<file path="config.mk">
export PLATFORM = sky130hd
export DESIGN_NAME = scan_port
export DESIGN_NICKNAME = d
export VERILOG_FILES = /design/src/rtl/scan_port_pkg.sv /design/src/rtl/scan_port_rsync.sv /design/src/rtl/scan_port_fsm.sv /design/src/rtl/scan_port_ir.sv /design/src/rtl/scan_port_dr.sv /design/src/rtl/scan_port.sv
export SDC_FILE = /design/constraint.sdc
export NUM_CORES = 1
export LEC_CHECK = 0
export BUFFER_PORTS_ARGS = -buffer_cell sky130_fd_sc_hd__buf_4
export CORE_MARGIN = 10
export CORE_UTILIZATION = 30
export CTS_CLUSTER_SIZE = 30
export DETAILED_ROUTE_END_ITERATION = 8
export PLACE_DENSITY = 0.55
export SLEW_MARGIN = 0
export SYNTH_ARGS = -nofsm -noshare
export SYNTH_HDL_FRONTEND = slang
export SYNTH_SLANG_ARGS = --single-unit
</file>
<file path="constraint.sdc">
create_clock -name tck -period 1.8 [get_ports tck]
set_input_delay 0.09 -clock tck [delete_from_list [all_inputs] [get_ports tck]]
set_output_delay 0.09 -clock tck [all_outputs]
set_load 0.02 [all_outputs]
</file>
<file path="src/rtl/scan_port_pkg.sv">
package scan_port_pkg;

  localparam int unsigned IR_W = 3;

  typedef enum logic [3:0] {
    TS_RESET, TS_IDLE,
    TS_DR_SEL, TS_DR_CAP, TS_DR_SHIFT, TS_DR_EXIT1, TS_DR_PAUSE, TS_DR_EXIT2, TS_DR_UPD,
    TS_IR_SEL, TS_IR_CAP, TS_IR_SHIFT, TS_IR_EXIT1, TS_IR_PAUSE, TS_IR_EXIT2, TS_IR_UPD
  } tap_state_e;

  localparam logic [IR_W-1:0] OP_EXTEST  = 3'b000;
  localparam logic [IR_W-1:0] OP_IDCODE  = 3'b001;
  localparam logic [IR_W-1:0] OP_SAMPLE  = 3'b010;
  localparam logic [IR_W-1:0] OP_CLAMP   = 3'b011;
  localparam logic [IR_W-1:0] OP_HIGHZ   = 3'b100;
  localparam logic [IR_W-1:0] OP_BYPASS  = 3'b111;
  // value shifted into the instruction register during Capture-IR
  localparam logic [IR_W-1:0] IR_CAPTURE = 3'b001;

  typedef enum logic [1:0] {PATH_BYP, PATH_ID, PATH_BSR} path_e;

  typedef struct packed {
    path_e path;
    logic  pins_from_scan;
    logic  outputs_off;
  } decode_t;

  // unused codes fall through to the one-bit path with no pad mode
  function automatic decode_t decode_op(logic [IR_W-1:0] op);
    decode_t d;
    d.path           = PATH_BYP;
    d.pins_from_scan = 1'b0;
    d.outputs_off    = 1'b0;
    case (op)
      OP_EXTEST: begin
        d.path           = PATH_BSR;
        d.pins_from_scan = 1'b1;
      end
      OP_SAMPLE: d.path = PATH_BSR;
      OP_IDCODE: d.path = PATH_ID;
      OP_CLAMP:  d.pins_from_scan = 1'b1;
      OP_HIGHZ:  d.outputs_off = 1'b1;
      default:   d.path = PATH_BYP;
    endcase
    return d;
  endfunction

endpackage

</file>
<file path="src/rtl/scan_port_rsync.sv">
module scan_port_rsync #(
  parameter int unsigned STAGES = 2
) (
  input  logic clk,
  input  logic arst_n,
  output logic rst_n
);

  logic [STAGES-1:0] sync_q;
  logic [STAGES-1:0] sync_d;

  generate
    if (STAGES == 1) begin : g_single
      always_comb sync_d = 1'b1;
    end else begin : g_chain
      always_comb sync_d = {sync_q[STAGES-2:0], 1'b1};
    end
  endgenerate

  always_ff @(posedge clk or negedge arst_n) begin
    if (!arst_n) sync_q <= '0;
    else         sync_q <= sync_d;
  end

  assign rst_n = sync_q[STAGES-1];

endmodule

</file>
<file path="src/rtl/scan_port_fsm.sv">
module scan_port_fsm
  import scan_port_pkg::*;
(
  input  logic       tck,
  input  logic       rst_n,
  input  logic       tms,
  output tap_state_e state
);

  tap_state_e state_d;

  always_comb begin
    state_d = state;
    case (state)
      TS_RESET:    state_d = tms ? TS_RESET    : TS_IDLE;
      TS_IDLE:     state_d = tms ? TS_DR_SEL   : TS_IDLE;
      TS_DR_SEL:   state_d = tms ? TS_IR_SEL   : TS_DR_CAP;
      TS_DR_CAP:   state_d = tms ? TS_DR_EXIT1 : TS_DR_SHIFT;
      TS_DR_SHIFT: state_d = tms ? TS_DR_EXIT1 : TS_DR_SHIFT;
      TS_DR_EXIT1: state_d = tms ? TS_DR_UPD   : TS_DR_PAUSE;
      TS_DR_PAUSE: state_d = tms ? TS_DR_EXIT2 : TS_DR_PAUSE;
      TS_DR_EXIT2: state_d = tms ? TS_DR_UPD   : TS_DR_SHIFT;
      TS_DR_UPD:   state_d = tms ? TS_DR_SEL   : TS_IDLE;
      TS_IR_SEL:   state_d = tms ? TS_RESET    : TS_IR_CAP;
      TS_IR_CAP:   state_d = tms ? TS_IR_EXIT1 : TS_IR_SHIFT;
      TS_IR_SHIFT: state_d = tms ? TS_IR_EXIT1 : TS_IR_SHIFT;
      TS_IR_EXIT1: state_d = tms ? TS_IR_UPD   : TS_IR_PAUSE;
      TS_IR_PAUSE: state_d = tms ? TS_IR_EXIT2 : TS_IR_PAUSE;
      TS_IR_EXIT2: state_d = tms ? TS_IR_UPD   : TS_IR_SHIFT;
      TS_IR_UPD:   state_d = tms ? TS_DR_SEL   : TS_IDLE;
      default:     state_d = TS_RESET;
    endcase
  end

  always_ff @(posedge tck or negedge rst_n) begin
    if (!rst_n) state <= TS_RESET;
    else        state <= state_d;
  end

endmodule

</file>
<file path="src/rtl/scan_port_ir.sv">
module scan_port_ir
  import scan_port_pkg::*;
(
  input  logic            tck,
  input  logic            rst_n,
  input  logic            tdi,
  input  tap_state_e      state,
  output logic [IR_W-1:0] ir_q,
  output logic [IR_W-1:0] ir_sr,
  output logic            ir_lsb
);

  logic [IR_W-1:0] sr_d;
  logic            sr_en;
  logic [IR_W-1:0] ir_d;
  logic            ir_en;

  // shift stage, rising edge
  always_comb begin
    sr_en = 1'b0;
    sr_d  = ir_sr;
    if (state == TS_IR_CAP) begin
      sr_en = 1'b1;
      sr_d  = IR_CAPTURE;
    end else if (state == TS_IR_SHIFT) begin
      sr_en = 1'b1;
      sr_d  = {tdi, ir_sr[IR_W-1:1]};
    end
  end

  always_ff @(posedge tck or negedge rst_n) begin
    if (!rst_n)     ir_sr <= IR_CAPTURE;
    else if (sr_en) ir_sr <= sr_d;
  end

  // active instruction, falling edge
  always_comb begin
    ir_en = 1'b0;
    ir_d  = ir_q;
    if (state == TS_RESET) begin
      ir_en = 1'b1;
      ir_d  = OP_IDCODE;
    end else if (state == TS_IR_UPD) begin
      ir_en = 1'b1;
      ir_d  = ir_sr;
    end
  end

  always_ff @(negedge tck or negedge rst_n) begin
    if (!rst_n)     ir_q <= OP_IDCODE;
    else if (ir_en) ir_q <= ir_d;
  end

  assign ir_lsb = ir_sr[0];

endmodule

</file>
<file path="src/rtl/scan_port_dr.sv">
module scan_port_dr
  import scan_port_pkg::*;
#(
  parameter logic [10:0] MFR_ID  = 11'h033,
  parameter logic [15:0] PART_ID = 16'h04D7,
  parameter logic [3:0]  VERSION = 4'h1
) (
  input  logic       tck,
  input  logic       rst_n,
  input  logic       tdi,
  input  tap_state_e state,
  input  path_e      path,
  output logic       id_lsb,
  output logic       byp_q
);

  localparam int unsigned ID_W = 1 + $bits(MFR_ID) + $bits(PART_ID) + $bits(VERSION);
  localparam logic [ID_W-1:0] ID_WORD = {VERSION, PART_ID, MFR_ID, 1'b1};

  logic [ID_W-1:0] id_q;
  logic [ID_W-1:0] id_d;
  logic            id_en;
  logic            byp_d;
  logic            byp_en;

  always_comb begin
    id_en  = 1'b0;
    id_d   = id_q;
    byp_en = 1'b0;
    byp_d  = byp_q;
    if (state == TS_DR_CAP) begin
      id_en  = 1'b1;
      id_d   = ID_WORD;
      byp_en = 1'b1;
      byp_d  = 1'b0;
    end else if (state == TS_DR_SHIFT) begin
      if (path == PATH_ID) begin
        id_en = 1'b1;
        id_d  = {tdi, id_q[ID_W-1:1]};
      end
      if (path == PATH_BYP) begin
        byp_en = 1'b1;
        byp_d  = tdi;
      end
    end
  end

  always_ff @(posedge tck or negedge rst_n) begin
    if (!rst_n)     id_q <= ID_WORD;
    else if (id_en) id_q <= id_d;
  end

  always_ff @(posedge tck or negedge rst_n) begin
    if (!rst_n)      byp_q <= 1'b0;
    else if (byp_en) byp_q <= byp_d;
  end

  assign id_lsb = id_q[0];

endmodule

</file>
<file path="src/rtl/scan_port.sv">
module scan_port
  import scan_port_pkg::*;
#(
  parameter logic [10:0] MFR_ID      = 11'h033,
  parameter logic [15:0] PART_ID     = 16'h04D7,
  parameter logic [3:0]  VERSION     = 4'h1,
  parameter int unsigned SYNC_STAGES = 2
) (
  input  logic tck,
  input  logic trst_n,
  input  logic tms,
  input  logic tdi,
  input  logic bsr_so,
  output logic tdo,
  output logic tdo_oe,
  output logic bsr_capture,
  output logic bsr_shift,
  output logic bsr_update,
  output logic pins_from_scan,
  output logic outputs_off
);

  logic            rst_n;
  tap_state_e      state;
  logic [IR_W-1:0] ir_q;
  logic [IR_W-1:0] ir_sr;
  logic            ir_lsb;
  logic            id_lsb;
  logic            byp_q;
  decode_t         dec;
  logic            tdo_d;
  logic            oe_d;

  scan_port_rsync #(.STAGES(SYNC_STAGES)) u_rsync (
    .clk    (tck),
    .arst_n (trst_n),
    .rst_n  (rst_n)
  );

  scan_port_fsm u_fsm (
    .tck   (tck),
    .rst_n (rst_n),
    .tms   (tms),
    .state (state)
  );

  scan_port_ir u_ir (
    .tck    (tck),
    .rst_n  (rst_n),
    .tdi    (tdi),
    .state  (state),
    .ir_q   (ir_q),
    .ir_sr  (ir_sr),
    .ir_lsb (ir_lsb)
  );

  always_comb dec = decode_op(ir_q);

  scan_port_dr #(
    .MFR_ID  (MFR_ID),
    .PART_ID (PART_ID),
    .VERSION (VERSION)
  ) u_dr (
    .tck    (tck),
    .rst_n  (rst_n),
    .tdi    (tdi),
    .state  (state),
    .path   (dec.path),
    .id_lsb (id_lsb),
    .byp_q  (byp_q)
  );

  // serial output selection
  always_comb begin
    tdo_d = 1'b0;
    oe_d  = 1'b0;
    if (state == TS_IR_SHIFT) begin
      oe_d  = 1'b1;
      tdo_d = ir_lsb;
    end else if (state == TS_DR_SHIFT) begin
      oe_d = 1'b1;
      case (dec.path)
        PATH_ID:  tdo_d = id_lsb;
        PATH_BSR: tdo_d = bsr_so;
        default:  tdo_d = byp_q;
      endcase
    end
  end

  always_ff @(negedge tck or negedge rst_n) begin
    if (!rst_n) begin
      tdo    <= 1'b0;
      tdo_oe <= 1'b0;
    end else begin
      tdo    <= tdo_d;
      tdo_oe <= oe_d;
    end
  end

  assign bsr_capture    = (state == TS_DR_CAP)   && (dec.path == PATH_BSR);
  assign bsr_shift      = (state == TS_DR_SHIFT) && (dec.path == PATH_BSR);
  assign bsr_update     = (state == TS_DR_UPD)   && (dec.path == PATH_BSR);
  assign pins_from_scan = dec.pins_from_scan;
  assign outputs_off    = dec.outputs_off;

endmodule

</file>
* Yosys cells after proc, flatten, opt, wreduce, memory -nomap -nowiden *
Cells that the tools add are included.

storage, ports and cells
  memory bits (read-only) = 0
  logic and storage cells = 90
  output and inout port bits = 7
  RAM bits = 0
  bits in latches = 0
  flip-flop bits (word level) = 47
  input bits = 5
  memories kept = 0

cells by class
  order comparisons = 0
  eq/ne operators = 21
  bitwise gates (word level) = 0
  mux-type cells = 41
  reductions and logical operators = 20
  divide/modulo/power cells = 0
  multiply operators = 0
  shift-type cells = 0
  add/subtract/negate cells = 0

operator list
  kind                                                             count
  32-bit 2-to-1 mux                                                3
  4-bit case mux with 12 select lines                              1
  4-bit == test, second input constant                             8
  1-bit 2-to-1 mux                                                 22
  3-bit 2-to-1 mux                                                 6
  4-bit by 3-bit == test with 1-bit output, second input constant  4
  4-bit 2-to-1 mux                                                 4
  2-bit nonzero test                                               5
  4-bit by 2-bit == test with 1-bit output, second input constant  2
  2-bit OR reduction                                               4
  3-bit by 2-bit == test with 1-bit output, second input constant  2
  2-bit 2-to-1 mux                                                 3
  3-bit AND reduction                                              2
  4-bit by 1-bit == test with 1-bit output, second input constant  1
  4-bit logical NOT                                                1
  2-bit case mux with 2 select lines                               1
  2-bit AND reduction                                              2
  3-bit by 1-bit == test with 1-bit output, second input constant  1
  3-bit == test, second input constant                             1
  1-bit logical AND                                                3
  3-bit logical NOT                                                1
  3-bit OR reduction                                               1
  2-bit by 1-bit == test with 1-bit output, second input constant  1
  2-bit == test, second input constant                             1
  2 further kinds                                                  2

* Longest topological paths before layout *
  depth after elaboration = 8
  gate-level depth with buffers = 6
  depth with buffers taken out = 3

* Cells and area by module *
Synthesis repeated with hierarchy kept, for this count alone.

second synthesis, totals
  cells, all modules = 223
  area total of the unflattened synthesis = 2,427.3 µm²

by module, submodules not included
  module           cells each  area each (µm²)  instances
  scan_port_dr     127         1,536.5          1
  scan_port_fsm    37          314.1            1
  scan_port_ir     31          292.8            1
  scan_port        25          230.2            1
  scan_port_rsync  3           53.8             1

==> key figures <==
Critical path
  – CP peak stage delay: 540 ps
  – CP max stage cell: dfstp_2
  – Crit path max-delay family: flip-flops
  – Startpoint types: register
  – Crit path buf inv count: 1
  – CP Data Arrival Time: 2580 ps
  – Peak fanout along the critical path: 7
  – Crit-path cells: nor3b_4, nand2_4, buf_6, mux2_2
  – Kind of critical path: reg2reg
  – Critical Path RT: 1970 ps
  – Crit. End Element: register
  – Flop-to-flop setup slack: -610 ps

GRT
  – Total Routing Usage GR: 8.47%
  – Gr ovfl total: 0
  – Vias in the first global route: 1,653
  – Pin count of the biggest net entering global routing: 36
  – First-pass GRT wire length: 8.16 mm
  – Initial antenna violation count: 0

Synthesis
  – Number of synthesized flops with an enable pin: 0
  – Syn Inst Count: 222
  – Seq/Total Area, Yosys: 51.2%
  – Primary FF master, synth: dfrtp_1
  – Distinct cells, synth: 45
  – Cell Area, Synth: 2330 um2
  – Synth area leaders: dfrtp_1 30%, dfstp_2 17%, mux2_2 7.7%
  – Most common cell in the netlist: dfrtp_1
  – Leading area contributor after synthesis: dfrtp_1
  – Yosys top cell area share: 30.0%
  – Synth top cells by count: 28 x dfrtp_1, 22 x a21oi_1, 19 x nor2b_1
  – Async S/R FF share, synth: 100%
  – Yosys warnings: 0
  – Syn nets: 227
  – Avg Inst Size Synth: 10.5 um2
  – Flops & latches, synth: 47

Power and ir drop
  – Leakage power: 1.42 nW
  – Tot Pwr: 6.01 mW
  – Pwr dens: 1800 nW/um2
  – Worst-case vdd ir drop: 0.433 mV

Die
  – Effective utilization at floorplan: 30.5%
  – Die H: 108 um
  – I/O Pins: 12
  – Core ar.: 7650 um2
  – Die Span X: 108 um
  – Row count: 32
  – Die area: 11,700 um2

Timing
  – Max-slew violation count: 0
  – Hold Fails Final Rpt: 0
  – Hold WS: 79.8 ps
  – Worst setup margin: -608 ps
  – Final Setup Violations: 45
  – Max Clock Skew: 65.2 ps
  – RSZ-0062 raised after global routing: yes

Placement
  – Final HPWL DP: 3.08 mm
  – Placed Instance Area: 2720 um2
  – Final GP Congestion: 0.755
  – PortBufs: 11
  – Setup WS pre-CTS: -549 ps

Clock tree
  – Root buffer cell: clkbuf_8
  – Clock Path Buffers: 2
  – Clk sinks: 47
  – H-tree levels: 2
  – TritonCTS clock tree: done
  – Worst-Skew Late Latency: 350 ps
  – Clock transition at path regs: 90 ps
  – Total CTS buffers: 5

Finish
  – Final Cell Area: 3350 um2
  – Antenna diode count: 0
  – Layout cell share with drive strength beyond 1: 55.6%
  – Fin util: 43.8%
  – Layout area overhead: 43.5%
  – Nets: 270

Flow run
  – Maxcap violations: 0

Route
  – DR vias/cell: 4.71
  – Drt total wl: 5.05 mm
  – Total number of vias: 1,733
  – # DRC: 0
  – Final ANT Viol Nets: 0
  – Drt pass-1 iters: 4
  – Avg WL per Cell: 13.7 um
  – Initial drt markers: 113

Outcome
  – Violated checks: negative setup slack
  – Status: finished, violations left

Worst hold path
  – Hold WC Path Type: in2reg
## registers in the layout, summed over array words and instances (netlist names)
name and count:
u_ir.ir_q 3, tdo_oe 1, u_dr.id_q 32, tdo 1, u_rsync.sync_q 2, u_fsm.state 4
u_ir.ir_sr 3, u_dr.byp_q 1
## routing by layer
metal | up-vias | global-route usage [%] | routed length, um
met1 | 850 | 11.1 | 2340
met4 | 0 | 3.24 | 68
met3 | 4 | 1.13 | 117
met5 | - | 0 | 0
li1 | 857 | - | -
met2 | 22 | 13.8 | 2530
## worst reg2reg max path: stages (launching register included)
cell	delay [ps]
dfstp_2	540
nor3b_4	240
nand2_4	120
buf_6	160
mux2_2	270
## placed cells by master, fill, tap and decap left out, types with 4 or more instances in the layout
cell      instances
dfrtp_1          27
mux2_2           16
nand3_1           4
nor3_4           12
inv_1             6
nor2b_1          19
dfrtn_1           4
nor2_1           17
clkbuf_8          5
dfstp_2          15
buf_4            28
o21ai_0           5
nand2_1           4
o21ai_2           4
a21oi_2          15
a21oi_1           7
buf_6            20
## worst paths after layout
path,from,end,cells after the start
worst max register to register,u_ir.ir_q[0],u_dr.id_q[3],4
worst min register to register,u_rsync.sync_q[1],u_fsm.state[2],0
max in group asynchronous,u_rsync.sync_q[1],u_ir.ir_q[0],0
worst min-delay path,tdi,u_dr.byp_q,3
worst max-delay path,u_ir.ir_q[0],u_dr.id_q[3],4
min in group asynchronous,trst_n,u_rsync.sync_q[1],2
## cell families after synthesis
logic type	share of synthesized area (%)
XOR/XNOR	0.751
multiplexers	8.21
flip-flops	51.2
AO/OA/AOI/OAI	11.4
other	0.161
AND/OR/NAND/NOR	22.2
buffers and inverters	6.06
## final cells by class
| type | count | area [um2] |
|---|---|---|
| tap | 102 | 128 |
| multi-input combinational | 148 | 1290 |
| clock inverter | 3 | 41.3 |
| fill | 704 | 4300 |
| inverter | 5 | 18.8 |
| timing repair buffer | 57 | 601 |
| sequential | 47 | 1200 |
| clock buffer | 6 | 72.6 |
## power breakdown
group / total [mW] / leakage, nW / switching, mW / internal [mW]
registers: 1.88 / 0.572 / 0.302 / 1.58
clock network: 0.773 / 0.0567 / 0.356 / 0.418
logic: 3.35 / 0.795 / 1.58 / 1.77
total: 6.01 / 1.42 / 2.24 / 3.77
## metrics by stage
stage | instances | setup TNS, ps
after floorplan | 222 | -17390
after detailed placement | 340 | -18850
after global routing | 368 | -25080
after global placement | 340 | -18460
after CTS | 360 | -22180
final | 368 | -22510
## timing repair
item,4_1_cts,5_1_grt
hold buffers,1,0
endpoints found under the setup margin,45,45
pin swaps,18,17
setup buffers,11,9
endpoints found under the hold margin,2,0
gates resized for setup,46,36
gates cloned,0,2
Note: power is estimated with default switching activity, not from simulation.
